<file path="config.mk">
export PLATFORM = sky130hd
export DESIGN_NAME = csel_bec_adder
export DESIGN_NICKNAME = d
export VERILOG_FILES = /design/src/rtl/csel_pkg.sv /design/src/rtl/rca_slice.sv /design/src/rtl/excess_one_conv.sv /design/src/rtl/csel_slice.sv /design/src/rtl/csel_bec_adder.sv
export SDC_FILE = /design/constraint.sdc
export NUM_CORES = 1
export LEC_CHECK = 0
export BUFFER_PORTS_ARGS = -buffer_cell sky130_fd_sc_hd__buf_4
export CAP_MARGIN = 20
export CORE_AREA = 5 5 47 53
export DETAILED_ROUTE_END_ITERATION = 16
export DIE_AREA = 0 0 52 58
export PLACE_DENSITY = 0.85
export SETUP_SLACK_MARGIN = 0.1
export SLEW_MARGIN = 20
export SYNTH_ARGS = -nofsm -noshare
export SYNTH_HDL_FRONTEND = slang
export SYNTH_SLANG_ARGS = --single-unit
</file>
<file path="constraint.sdc">
create_clock -name vclk -period 5
set_input_delay 0 -clock vclk [all_inputs]
set_output_delay 0 -clock vclk [all_outputs]
set_load 0.05 [all_outputs]
</file>
<file path="src/rtl/csel_pkg.sv">
package csel_pkg;
  localparam int unsigned NBLK = 5;
  localparam int unsigned BLK_W [NBLK] = '{2, 2, 3, 4, 5};

  // Bit index of the first bit of slice k (k == NBLK gives the total width)
  function automatic int unsigned blk_lo(input int unsigned k);
    int unsigned acc;
    acc = 0;
    for (int unsigned j = 0; j < NBLK; j++) begin
      if (j < k) acc += BLK_W[j];
    end
    return acc;
  endfunction

  localparam int unsigned DATA_W = blk_lo(NBLK);
endpackage

</file>
<file path="src/rtl/rca_slice.sv">
module rca_slice #(
  parameter int unsigned W = 4
) (
  input  logic [W-1:0] a,
  input  logic [W-1:0] b,
  input  logic         ci,
  output logic [W-1:0] s,
  output logic         co
);
  logic [W:0] c;
  assign c[0] = ci;

  for (genvar i = 0; i < W; i++) begin : g_fa
    assign s[i]   = a[i] ^ b[i] ^ c[i];
    assign c[i+1] = (a[i] & b[i]) | (c[i] & (a[i] ^ b[i]));
  end

  assign co = c[W];
endmodule

</file>
<file path="src/rtl/excess_one_conv.sv">
module excess_one_conv #(
  parameter int unsigned W = 4
) (
  input  logic [W-1:0] din,
  output logic [W-1:0] dout
);
  assign dout[0] = ~din[0];
  for (genvar i = 1; i < W; i++) begin : g_bit
    assign dout[i] = din[i] ^ (&din[i-1:0]);
  end
endmodule

</file>
<file path="src/rtl/csel_slice.sv">
module csel_slice #(
  parameter int unsigned W = 4
) (
  input  logic [W-1:0] a,
  input  logic [W-1:0] b,
  input  logic         ci,
  output logic [W-1:0] s,
  output logic         co
);
  logic [W-1:0] s_zero;
  logic         c_zero;
  logic [W:0]   inc_out;

  rca_slice #(.W(W)) u_rca (
    .a  (a),
    .b  (b),
    .ci (1'b0),
    .s  (s_zero),
    .co (c_zero)
  );

  excess_one_conv #(.W(W + 1)) u_inc (
    .din  ({c_zero, s_zero}),
    .dout (inc_out)
  );

  always_comb begin
    if (ci) {co, s} = inc_out;
    else    {co, s} = {c_zero, s_zero};
  end
endmodule

</file>
<file path="src/rtl/csel_bec_adder.sv">
module csel_bec_adder (
  input  logic [csel_pkg::DATA_W-1:0] a,
  input  logic [csel_pkg::DATA_W-1:0] b,
  input  logic                        cin,
  output logic [csel_pkg::DATA_W-1:0] sum,
  output logic                        cout
);
  localparam int unsigned NBLK = csel_pkg::NBLK;

  logic [NBLK:0] blk_cy;
  assign blk_cy[0] = cin;

  for (genvar k = 0; k < NBLK; k++) begin : g_blk
    localparam int unsigned LO = csel_pkg::blk_lo(k);
    localparam int unsigned BW = csel_pkg::BLK_W[k];
    if (k == 0) begin : g_base
      rca_slice #(.W(BW)) u_rca (
        .a  (a[LO +: BW]),
        .b  (b[LO +: BW]),
        .ci (blk_cy[k]),
        .s  (sum[LO +: BW]),
        .co (blk_cy[k+1])
      );
    end else begin : g_sel
      csel_slice #(.W(BW)) u_sel (
        .a  (a[LO +: BW]),
        .b  (b[LO +: BW]),
        .ci (blk_cy[k]),
        .s  (sum[LO +: BW]),
        .co (blk_cy[k+1])
      );
    end
  end

  assign cout = blk_cy[NBLK];
endmodule

</file>
# ---- Word level (Yosys, flattened, before mapping)
# Index checks and enable logic that the tools add are counted.
dict set report op_classes {
  n_bitwise 86
  mux 8
  reduce_logical 10
}
# cell count
set op_table {}
lappend op_table {{$xor A1 B1 Y1} 42}
lappend op_table {{$and A1 B1 Y1} 28}
lappend op_table {{$or A1 B1 Y1} 12}
lappend op_table {{$reduce_and A3 Y1} 3}
lappend op_table {{$reduce_and A2 Y1} 4}
lappend op_table {{$reduce_and A4 Y1} 2}
lappend op_table {{$mux W5} 1}
lappend op_table {{$reduce_and A5 Y1} 1}
lappend op_table {{$mux W1} 4}
lappend op_table {{$mux W4} 1}
lappend op_table {{$not A1 Y1} 4}
lappend op_table {{$mux W3} 1}
lappend op_table {{$mux W2} 1}
dict set report totals {
  out_inout_bits 17
  regBits 0
  word_cells 104
  input_bits 33
}

# ---- Logic depth before layout (Yosys ltp)
# Gate-level depths: netlist of the first run.
dict set report depth {
  ltp_word 11
  ltp_mapped 12
  depth_no_buf 12
}

# ---- By module
# A second synthesis of the first run with hierarchy kept.
dict set report unflattened {
  cells_unflattened 105
  hier_area_um2 929.6
}
# module n_inst cells_per_inst area_each_um2 seq_area_each_um2
set modules_own_cells {}
lappend modules_own_cells {{rca_slice (g_blk[0].g_base.u_rca ...)} 2 10 70.1 0.0}
lappend modules_own_cells {{rca_slice (g_blk[4].g_sel.u_sel.u_rca)} 1 15 137.6 0.0}
lappend modules_own_cells {{rca_slice (g_blk[3].g_sel.u_sel.u_rca)} 1 14 117.6 0.0}
lappend modules_own_cells {{csel_slice (g_blk[4].g_sel.u_sel)} 1 8 105.1 0.0}
lappend modules_own_cells {{rca_slice (g_blk[2].g_sel.u_sel.u_rca)} 1 13 97.6 0.0}
lappend modules_own_cells {{excess_one_conv (g_blk[4].g_sel.u_sel.u_inc)} 1 7 66.3 0.0}
lappend modules_own_cells {{csel_slice (g_blk[3].g_sel.u_sel)} 1 6 60.1 0.0}
lappend modules_own_cells {{excess_one_conv (g_blk[3].g_sel.u_sel.u_inc)} 1 6 56.3 0.0}
lappend modules_own_cells {{csel_slice (g_blk[2].g_sel.u_sel)} 1 5 48.8 0.0}
lappend modules_own_cells {{csel_slice (g_blk[1].g_sel.u_sel)} 1 4 37.5 0.0}
lappend modules_own_cells {{excess_one_conv (g_blk[2].g_sel.u_sel.u_inc)} 1 4 37.5 0.0}
lappend modules_own_cells {{excess_one_conv (g_blk[1].g_sel.u_sel.u_inc)} 1 3 25.0 0.0}

# ---- Least setup slack after synthesis of the first run
# Ideal clock, no wire load.
dict set report synth_path {
  path_type {input -> output}
  start {input a[11] (netlist name)}
  end {output cout}
  arrival_ns 3.776
  path_stages 10
  path_buffers 0
  setup_slack_ns 1.224
  required_time_ns 5.000
  cell_sequence {ha_1 -> fa_1 -> inv_1 -> fa_1 -> inv_1 -> fa_1 -> fa_1 -> ha_1 -> nand2b_1 -> o311ai_0}
}
dict set report synth_between {
  elab_chain_len 11
  word_cells_on_any_way 17
  classes_between {1 x mux; 15 x bitwise; 1 x reduce/logical}
}
# element line
set synth_lines {}
lappend synth_lines {{start: declaration} csel_bec_adder.sv:2} ;# input logic [csel_pkg::DATA_W-1:0] a,
lappend synth_lines {{$and A1 B1 Y1 (2 in a row)} rca_slice.sv:15} ;# assign c[i+1] = (a[i] & b[i]) | (c[i] & (a[i] ^ b[i]));
lappend synth_lines {{$or A1 B1 Y1} rca_slice.sv:15}
lappend synth_lines {{$and A1 B1 Y1} rca_slice.sv:15}
lappend synth_lines {{$or A1 B1 Y1} rca_slice.sv:15}
lappend synth_lines {{$and A1 B1 Y1} rca_slice.sv:15}
lappend synth_lines {{$or A1 B1 Y1} rca_slice.sv:15}
lappend synth_lines {{$xor A1 B1 Y1 or $and A1 B1 Y1 (tied branches)} {rca_slice.sv:14, rca_slice.sv:15}}
lappend synth_lines {{$reduce_and A5 Y1 or $or A1 B1 Y1 (tied branches)} {excess_one_conv.sv:9, rca_slice.sv:15}}
lappend synth_lines {{$xor A1 B1 Y1} excess_one_conv.sv:9} ;# assign dout[i] = din[i] ^ (&din[i-1:0]);
lappend synth_lines {{$mux W1 *} csel_slice.sv:28} ;# if (ci) {co, s} = inc_out;
lappend synth_lines {{end: declaration} csel_bec_adder.sv:6} ;# output logic cout
# Every way passes the cells marked *; elsewhere a longest branch is shown, timed or not.

# ---- Worst setup path after layout of the first run
dict set report layout_path {
  start {input a[7] (netlist name)}
  end {output sum[12] (netlist name)}
}
dict set report layout_between {
  elab_chain_len 10
  word_cells_on_any_way 15
  classes_between {2 x mux; 12 x bitwise; 1 x reduce/logical}
}
# element line
set layout_lines {}
lappend layout_lines {{$and A1 B1 Y1 (2 in a row)} rca_slice.sv:15}
lappend layout_lines {{$or A1 B1 Y1} rca_slice.sv:15}
lappend layout_lines {{$and A1 B1 Y1} rca_slice.sv:15}
lappend layout_lines {{$or A1 B1 Y1} rca_slice.sv:15}
lappend layout_lines {{$xor A1 B1 Y1 or $and A1 B1 Y1 (tied branches)} {rca_slice.sv:14, rca_slice.sv:15}}
lappend layout_lines {{$reduce_and A4 Y1 or $or A1 B1 Y1 (tied branches)} {excess_one_conv.sv:9, rca_slice.sv:15}}
lappend layout_lines {{$xor A1 B1 Y1} excess_one_conv.sv:9}
lappend layout_lines {{$mux W1 *} csel_slice.sv:28}
lappend layout_lines {{$mux W5 *} csel_slice.sv:28}
lappend layout_lines {{end: declaration} csel_bec_adder.sv:5} ;# output logic [csel_pkg::DATA_W-1:0] sum,
# Marks and branches as above.

==> results of run 1 <==
[layer usage]
layer | part of all wire [%] | track usage (%) | vias to the layer above
met2 | 56 | 33.6 | 37
li1 | - | - | 437
met3 | 7.4 | 1.03 | 4
met4 | 2.3 | 3.00 | 0
met1 | 34 | 14.5 | 416
met5 | 0 | 0 | -
[power breakdown]
part	switching, mW	internal (mW)	total [mW]
Clock	0	0	0
Combinational	0.204	0.113	0.317
Sequential	0	0	0
Total	0.204	0.113	0.317
[critical path: cells and delay by family]
family        cells  cell delay, ns
fa+ha+maj         4            1.43
mux               2            0.70
simple gates      2            0.49
buf+inv           3            0.32
xor+xnor          1            0.21
[layout make-up]
cell class / count / area (um2) / area share [%]
inverters: 24 / 90.1 / 6.92
multi-input cells: 77 / 802 / 61.6
well taps: 28 / 35.0 / 2.69
repair buffers: 50 / 375 / 28.8
[synthesized netlist by cell type]
cell / n
nor2b_2: 1
nand4b_1: 2
nand4_1: 4
nor2b_1: 1
a2111o_1: 1
mux2i_1: 2
ha_1: 12
nand2_1: 7
o211ai_1: 1
nor3_1: 2
mux2_2: 1
nor2_1: 4
and3_1: 1
o311ai_0: 1
a211o_2: 1
inv_1: 24
xnor2_2: 1
nand4bb_1: 1
nand2b_1: 2
buf_2: 1
nor3b_4: 1
fa_1: 12
o21ai_0: 3
or4b_1: 1
xor2_1: 2
mux2i_2: 1
clkbuf_1: 1
a21oi_1: 2
xnor2_1: 6
mux2_1: 3
o21ai_4: 1
[layout by cell type (no fill, tap or decap), drive strengths merged]
cell type | Yosys | layout
or4b | 1 | 1
xnor2 | 7 | 7
a21oi | 2 | 2
buf | 1 | 50
nor3b | 1 | 1
and3 | 1 | 1
mux2i | 3 | 3
inv | 24 | 24
mux2 | 4 | 4
a2111o | 1 | 1
nand4b | 2 | 2
nor2 | 4 | 4
o211ai | 1 | 1
ha | 12 | 12
nand2 | 7 | 7
fa | 12 | 12
nor2b | 2 | 2
o311ai | 1 | 1
nand4 | 4 | 4
nand2b | 2 | 2
nor3 | 2 | 2
a211o | 1 | 1
xor2 | 2 | 2
o21ai | 4 | 4
nand4bb | 1 | 1
[worst max-delay path by stage]
stage	from	endpoint
CTS	a[7]	sum[13]
detailed placement	a[7]	sum[13]
finish	a[7]	sum[12]
floorplan	a[11]	cout
global route	a[7]	sum[12]
global placement	a[7]	sum[12]
[logic make-up (layout without fill, tap and decap cells)]
group,Yosys count,after routing,synth area share [%]
simple gates,27,27,18.6
buf+inv,26,74,11.0
fa+ha+maj,24,24,43.3
compound gates,10,10,8.75
xor+xnor,9,9,9.58
mux,7,7,8.75
==> reports/metrics.cfg, run 1 <==
[place]
dp_hpwl_mm = 2.00
dp.cells = 179
gp_congestion = 0.711
post-place-ws_ns = 1.85
numPortBuffers = 50
dpl-instance-area_um2 = 1300

[floorplan]
rows = 17
die_area_um2 = 3020
initial_core_util_pct = 46.5
io_pins = 50
dieHeight_um = 58
die_w_um = 52
core_area_um2 = 1940

[layout]
seqCellArea_um2 = 0
design_area_um2 = 1300
final_util_pct = 67.3
num-clock-buffers = 0
drive_gt1_share_pct = 37.7
fillers = 180
seq_cell_count = 0
fin_cells = 179
synthToLayoutAreaGrowth_pct = 44.6
diodes = 0
fin_nets = 210

[grt]
first_global_vias = 1000
antenna_found_initial = 0
grt_max_degree = 11
grt_pass1_wl_mm = 3.74
grtUsageTotal_pct = 15.3
overflow = 0

[sta]
fmax_mhz = 316
setup_viol = 0
final_max_slew_viol_count = 0
setup_tns_ns = 0
final.min_clock_period_ns = 3.17
timing.hold.ws_ns = 0.419
timing.final.ws_setup_ns = 1.83
relSlewSlack_pct = 67.0
tightest_slew_ns = 0.492
rsz0062_at_grt = no
final_hold_viol_count = 0
post-route-period-util_pct = 63.4

[hold_path]
hp-class = input port to output port
min-delay-start = cin
hold_depth = 3
hold-path-endpoint = sum[0]

[synthesis]
synth_fp_nets = 160
synth.area.top_cells = fa_1 (27%), ha_1 (17%), inv_1 (10%)
synth_area_um2 = 901
ys_warn_count = 0
ys_types = 31
syn_avg_cell_area_um2 = 8.75
yosysTopAreaCellShare_pct = 26.7
synth.largest_area_cell = fa_1
syn_inst = 103
yosysSeqAreaShare_pct = 0

[pwr]
power_mw = 0.317
powerDensity_nw_per_um2 = 243
peakVddDrop_mv = 0.177
p_leak_nw = 0.675

[routing]
wl_per_cell_um = 11.9
drcViolationCount = 0
ant_nets = 0
wl_mm = 2.13
drtPass1Iterations = 4
num_vias = 894
via_per_inst = 4.99
drt_iter0_markers = 12

[status]
status = completed

[critical_path]
path_max_fanout = 8
path_cells = buf_4 -> ha_1 -> inv_1 -> fa_1 -> fa_1 -> fa_1 -> nor3b_4 -> nand2_1 -> mux2i_2 -> xnor2_2 -> mux2_1 -> buf_4
crit_slowest_cell = fa_1
crit_top_cell = fa_1
start_kind = input port
crit_path_end_kind = output port
worstPathArrival_ns = 3.17
max_stage_delay_ns = 0.53
critPathKind = input port to output port
worstPathRequired_ns = 5.00

[clock_tree]
cts_hold_buf = 0
cts_resized = 0
postCtsSetupBuffers = 0

[job]
cap_violations = 0

No activity file was read; power rests on OpenSTA's default activity.
==> run 2, diff against run 1 <==
--- a/config.mk
+++ b/config.mk
@@ -7,10 +7,10 @@
 export LEC_CHECK = 0
 export BUFFER_PORTS_ARGS = -buffer_cell sky130_fd_sc_hd__buf_4
 export CAP_MARGIN = 20
-export CORE_AREA = 5 5 47 53
+export CORE_AREA = 5 5 48 54
 export DETAILED_ROUTE_END_ITERATION = 16
-export DIE_AREA = 0 0 52 58
-export PLACE_DENSITY = 0.85
+export DIE_AREA = 0 0 53 59
+export PLACE_DENSITY = 0.82
 export SETUP_SLACK_MARGIN = 0.1
 export SLEW_MARGIN = 20
 export SYNTH_ARGS = -nofsm -noshare
==> constraint.sdc (replaced) <==
create_clock -name vclk -period 3.2
set_input_delay 0 -clock vclk [all_inputs]
set_output_delay 0 -clock vclk [all_outputs]
set_load 0.05 [all_outputs]
==> run 2 against run 1 <==
Compared with the run above: routed wire length up 4.7%; highest routed layer is now met3; core utilization up 1.0 points; largest cell class unchanged; critical path type unchanged; flip-flop and latch count did not move; critical endpoint is now cout.
==> reports/metrics.cfg, run 2 (same netlist as run 1, synthesis figures left out) <==
[status]
status = completed

[pwr]
p_leak_nw = 0.704
peakVddDrop_mv = 0.230
powerDensity_nw_per_um2 = 373

[clock_tree]
cts_hold_buf = 0

[floorplan]
rows = 17
initial_core_util_pct = 45.5
io_pins = 50
die_area_um2 = 3130
core_area_um2 = 1980
dieHeight_um = 59
die_w_um = 53

[grt]
grt_pass1_wl_mm = 3.60
top_usage_layer = met2
overflow = 0
antenna_found_initial = 0
first_global_vias = 922
grtUsageTotal_pct = 14.2
met3_usage_pct = 0.756
gr-usage-met1_pct = 15.3
grtUsageMet2_pct = 30.5
grt_max_degree = 11

[sta]
setup_tns_ns = 0
relSlewSlack_pct = 64.9
final.min_clock_period_ns = 2.97
post-route-period-util_pct = 92.9
final_max_slew_viol_count = 0
fmax_mhz = 336
tightest_slew_ns = 0.522
rsz0062_at_grt = no
final_hold_viol_count = 0
setup_viol = 0

[layout]
final_cell_mix = buf_4 (54), inv_1 (24), fa_1 (12), ha_1 (12), nand2_1 (7)
fin_nets = 215
design_area_um2 = 1350
seqCellArea_um2 = 0
seq_cell_count = 0
drive_gt1_share_pct = 40.4
final_common_cell = buf_4
synthToLayoutAreaGrowth_pct = 50.0
diodes = 0
num-clock-buffers = 0

[routing]
wl_mm = 2.23
via_per_inst = 4.95
ant_nets = 0
drcViolationCount = 0
num_vias = 910
drt_iter0_markers = 9
wl_per_cell_um = 12.1
drtPass1Iterations = 6

[job]
cap_violations = 0

[critical_path]
critPathKind = input port to output port
crit_path_end_kind = output port
worstPathRequired_ns = 3.20
start_kind = input port
worstPathArrival_ns = 2.97
path_max_fanout = 4

[place]
dp_hpwl_mm = 2.01
numPortBuffers = 50
dpl-instance-area_um2 = 1320
gp_congestion = 0.748

[hold_path]
hp-class = input port to output port

[run 2: layer usage]
layer | routed length (um) | vias to the layer above
met5 | 0 | -
met4 | 0 | 0
met3 | 175 | 0
met2 | 1320 | 35
met1 | 742 | 429
li1 | - | 446
[run 2: worst paths after layout]
check	startpoint	to	slack, ns	cells after the start
setup / recovery	a[11]	cout	0.23	14
hold / removal	cin	sum[0]	0.42	3
[run 2: final cells by class]
class / instances / area (um2)
fill: 166 / 627
inverter: 24 / 90.1
multi-input combinational: 77 / 810
timing repair buffer: 55 / 417
tap: 28 / 35.0
[run 2: power by group]
group | internal, mW | switching (mW) | leakage, nW
clock | 0 | 0 | 0
combinational | 0.182 | 0.322 | 0.704
sequential | 0 | 0 | 0
[run 2: critical path, stage by stage]
cell	delay [ns]
buf_4	0.11
ha_1	0.19
fa_1	0.35
inv_1	0.07
fa_1	0.16
inv_1	0.05
fa_1	0.38
fa_1	0.47
ha_1	0.25
nand2b_1	0.15
o21ai_0	0.10
a2111o_1	0.40
o311ai_2	0.10
buf_6	0.20
[run 2: metrics by stage]
| step | power (mW) | instances | hold WS (ns) | setup slack (ns) | utilization, % |
|---|---|---|---|---|---|
| after floorplan | 0.351 | 103 | 0.393 | 0.0994 | - |
| after global placement | 0.488 | 180 | 0.421 | 0.206 | 66.6 |
| after detailed placement | 0.500 | 180 | 0.427 | 0.181 | 66.6 |
| after CTS | 0.502 | 180 | 0.427 | 0.170 | 66.6 |
| after global routing | 0.543 | 184 | 0.431 | 0.109 | 68.3 |
| final | 0.504 | 184 | 0.421 | 0.227 | 68.3 |
[run 2: repair_timing]
item                                   4_1_cts  5_1_grt
setup buffers                                0        4
setup endpoints to repair                    0        4
resized for setup                            0        1
endpoints found under the hold margin        0        0
==> run 3, diff against run 2 <==
--- a/config.mk
+++ b/config.mk
@@ -11,6 +11,7 @@
 export DETAILED_ROUTE_END_ITERATION = 16
 export DIE_AREA = 0 0 53 59
 export PLACE_DENSITY = 0.82
+export RECOVER_POWER = 50
 export SETUP_SLACK_MARGIN = 0.1
 export SLEW_MARGIN = 20
 export SYNTH_ARGS = -nofsm -noshare
==> run 3 against run 2 <==
Compared with the run above: die area did not move; non-clock buffer count unchanged; core utilization shrank 1.5 points; via count down 0.22%; flip-flop and latch count unchanged; maximum frequency is 0.12% higher; setup slack improved by 0.0037 ns; final cell count stayed put; hold slack improved by 0.062 ns; combinational power fell by 4%; critical path depth stayed put; power decreased by 3.6%; highest routed layer unchanged.
==> reports/metrics.cfg, run 3 (same netlist as run 1, synthesis figures left out) <==
[sta]
timing.final.ws_setup_ns = 0.231
rsz0062_at_grt = no
fmax_mhz = 337
final.min_clock_period_ns = 2.97
final_max_slew_viol_count = 0
post-route-period-util_pct = 92.8
timing.hold.ws_ns = 0.483
setup_viol = 0
relSlewSlack_pct = 59.5
setup_tns_ns = 0
final_hold_viol_count = 0
tightest_slew_ns = 0.610

[critical_path]
worstPathRequired_ns = 3.20
path_max_fanout = 4
crit_path_end_kind = output port
crit_start = a[11]
worstPathArrival_ns = 2.97
start_kind = input port
critPathKind = input port to output port

[pwr]
peakVddDrop_mv = 0.229
p_leak_nw = 0.678
power_mw = 0.486
powerDensity_nw_per_um2 = 368

[layout]
seqCellArea_um2 = 0
seq_cell_count = 0
final_common_cell = buf_4
num-clock-buffers = 0
fin_nets = 215
multi_input_area_um2 = 807
fillers = 177
final_cell_mix = buf_4 (47), inv_1 (24), fa_1 (12), ha_1 (12)
drive_gt1_share_pct = 35.3
diodes = 0
synthToLayoutAreaGrowth_pct = 46.8

[floorplan]
die_area_um2 = 3130
initial_core_util_pct = 45.5
rows = 17
io_pins = 50
die_w_um = 53
dieHeight_um = 59
core_area_um2 = 1980

[hold_path]
min-delay-start = b[11]
hold-path-endpoint = sum[11]
hp-class = input port to output port
hold_depth = 4

[grt]
grtUsageTotal_pct = 14.2
grt_pass1_wl_mm = 3.60
antenna_found_initial = 0
grt_max_degree = 11
first_global_vias = 922
overflow = 0

[place]
post-place-ws_ns = 0.181
gp_congestion = 0.748
dp_hpwl_mm = 2.01
numPortBuffers = 50

[routing]
ant_nets = 0
via_per_inst = 4.93
drcViolationCount = 0
num_vias = 908
drt_iter0_markers = 9
drtPass1Iterations = 5
wl_per_cell_um = 12.2
wl_mm = 2.25

[job]
cap_violations = 0

[status]
status = completed

## run 3: cell types whose count changed in the layout (fill, tap and decap cells not counted), sizes merged
cell / delta
buf: -7
clkbuf: +7
## run 3: what timing repair did
action / CTS / global route
resized for setup: 0 / 1
setup buffers: 0 / 4
hold buffers: 0 / 0
endpoints found under the setup margin: 0 / 4
## run 3: metal layers
metal | wire, um | vias to the layer above | GRT usage, % | part of all wire [%]
met3 | 171 | 0 | 0.756 | 7.6
met4 | 0 | 0 | 0.365 | 0
met2 | 1310 | 34 | 30.5 | 58
met5 | 0 | - | 0 | 0
met1 | 767 | 427 | 15.3 | 34
li1 | - | 447 | - | -
## run 3: final cells by class
class                           count  share of cell area, %
Inverter                           24                   6.81
Tap cell                           28                   2.65
Timing Repair Buffer               55                   29.5
Multi-Input combinational cell     77                   61.0
## run 3: where the power goes
| part | internal, mW | switching [mW] | total [mW] |
|---|---|---|---|
| clock | 0 | 0 | 0 |
| sequential | 0 | 0 | 0 |
| combinational | 0.164 | 0.322 | 0.486 |
| total | 0.164 | 0.322 | 0.486 |
## run 3: worst max-delay path by stage
stage,to,slack (ns),cells after the start
after global routing,cout,0.11,14
after detailed placement,cout,0.18,14
after floorplan,sum[11],0.1,10
final,cout,0.23,14
after CTS,cout,0.17,14
after global placement,cout,0.21,14
## run 3: worst max-delay path: stages
cell,delay (ns)
buf_4,0.11
ha_1,0.19
fa_1,0.35
inv_1,0.07
fa_1,0.16
inv_1,0.05
fa_1,0.38
fa_1,0.47
ha_1,0.25
nand2b_1,0.15
o21ai_0,0.10
a2111o_1,0.40
o311ai_2,0.10
buf_6,0.20
## run 3: per-stage QoR
| step | area, um2 | cells | utilization [%] |
|---|---|---|---|
| 3_5_place_dp | 1320 | 180 | 66.6 |
| 6_report | 1320 | 184 | 66.9 |
| 4_1_cts | 1320 | 180 | 66.6 |
| 3_3_place_gp | 1320 | 180 | 66.6 |
| 5_1_grt | 1320 | 184 | 66.9 |
| 2_1_floorplan | 908 | 103 | - |
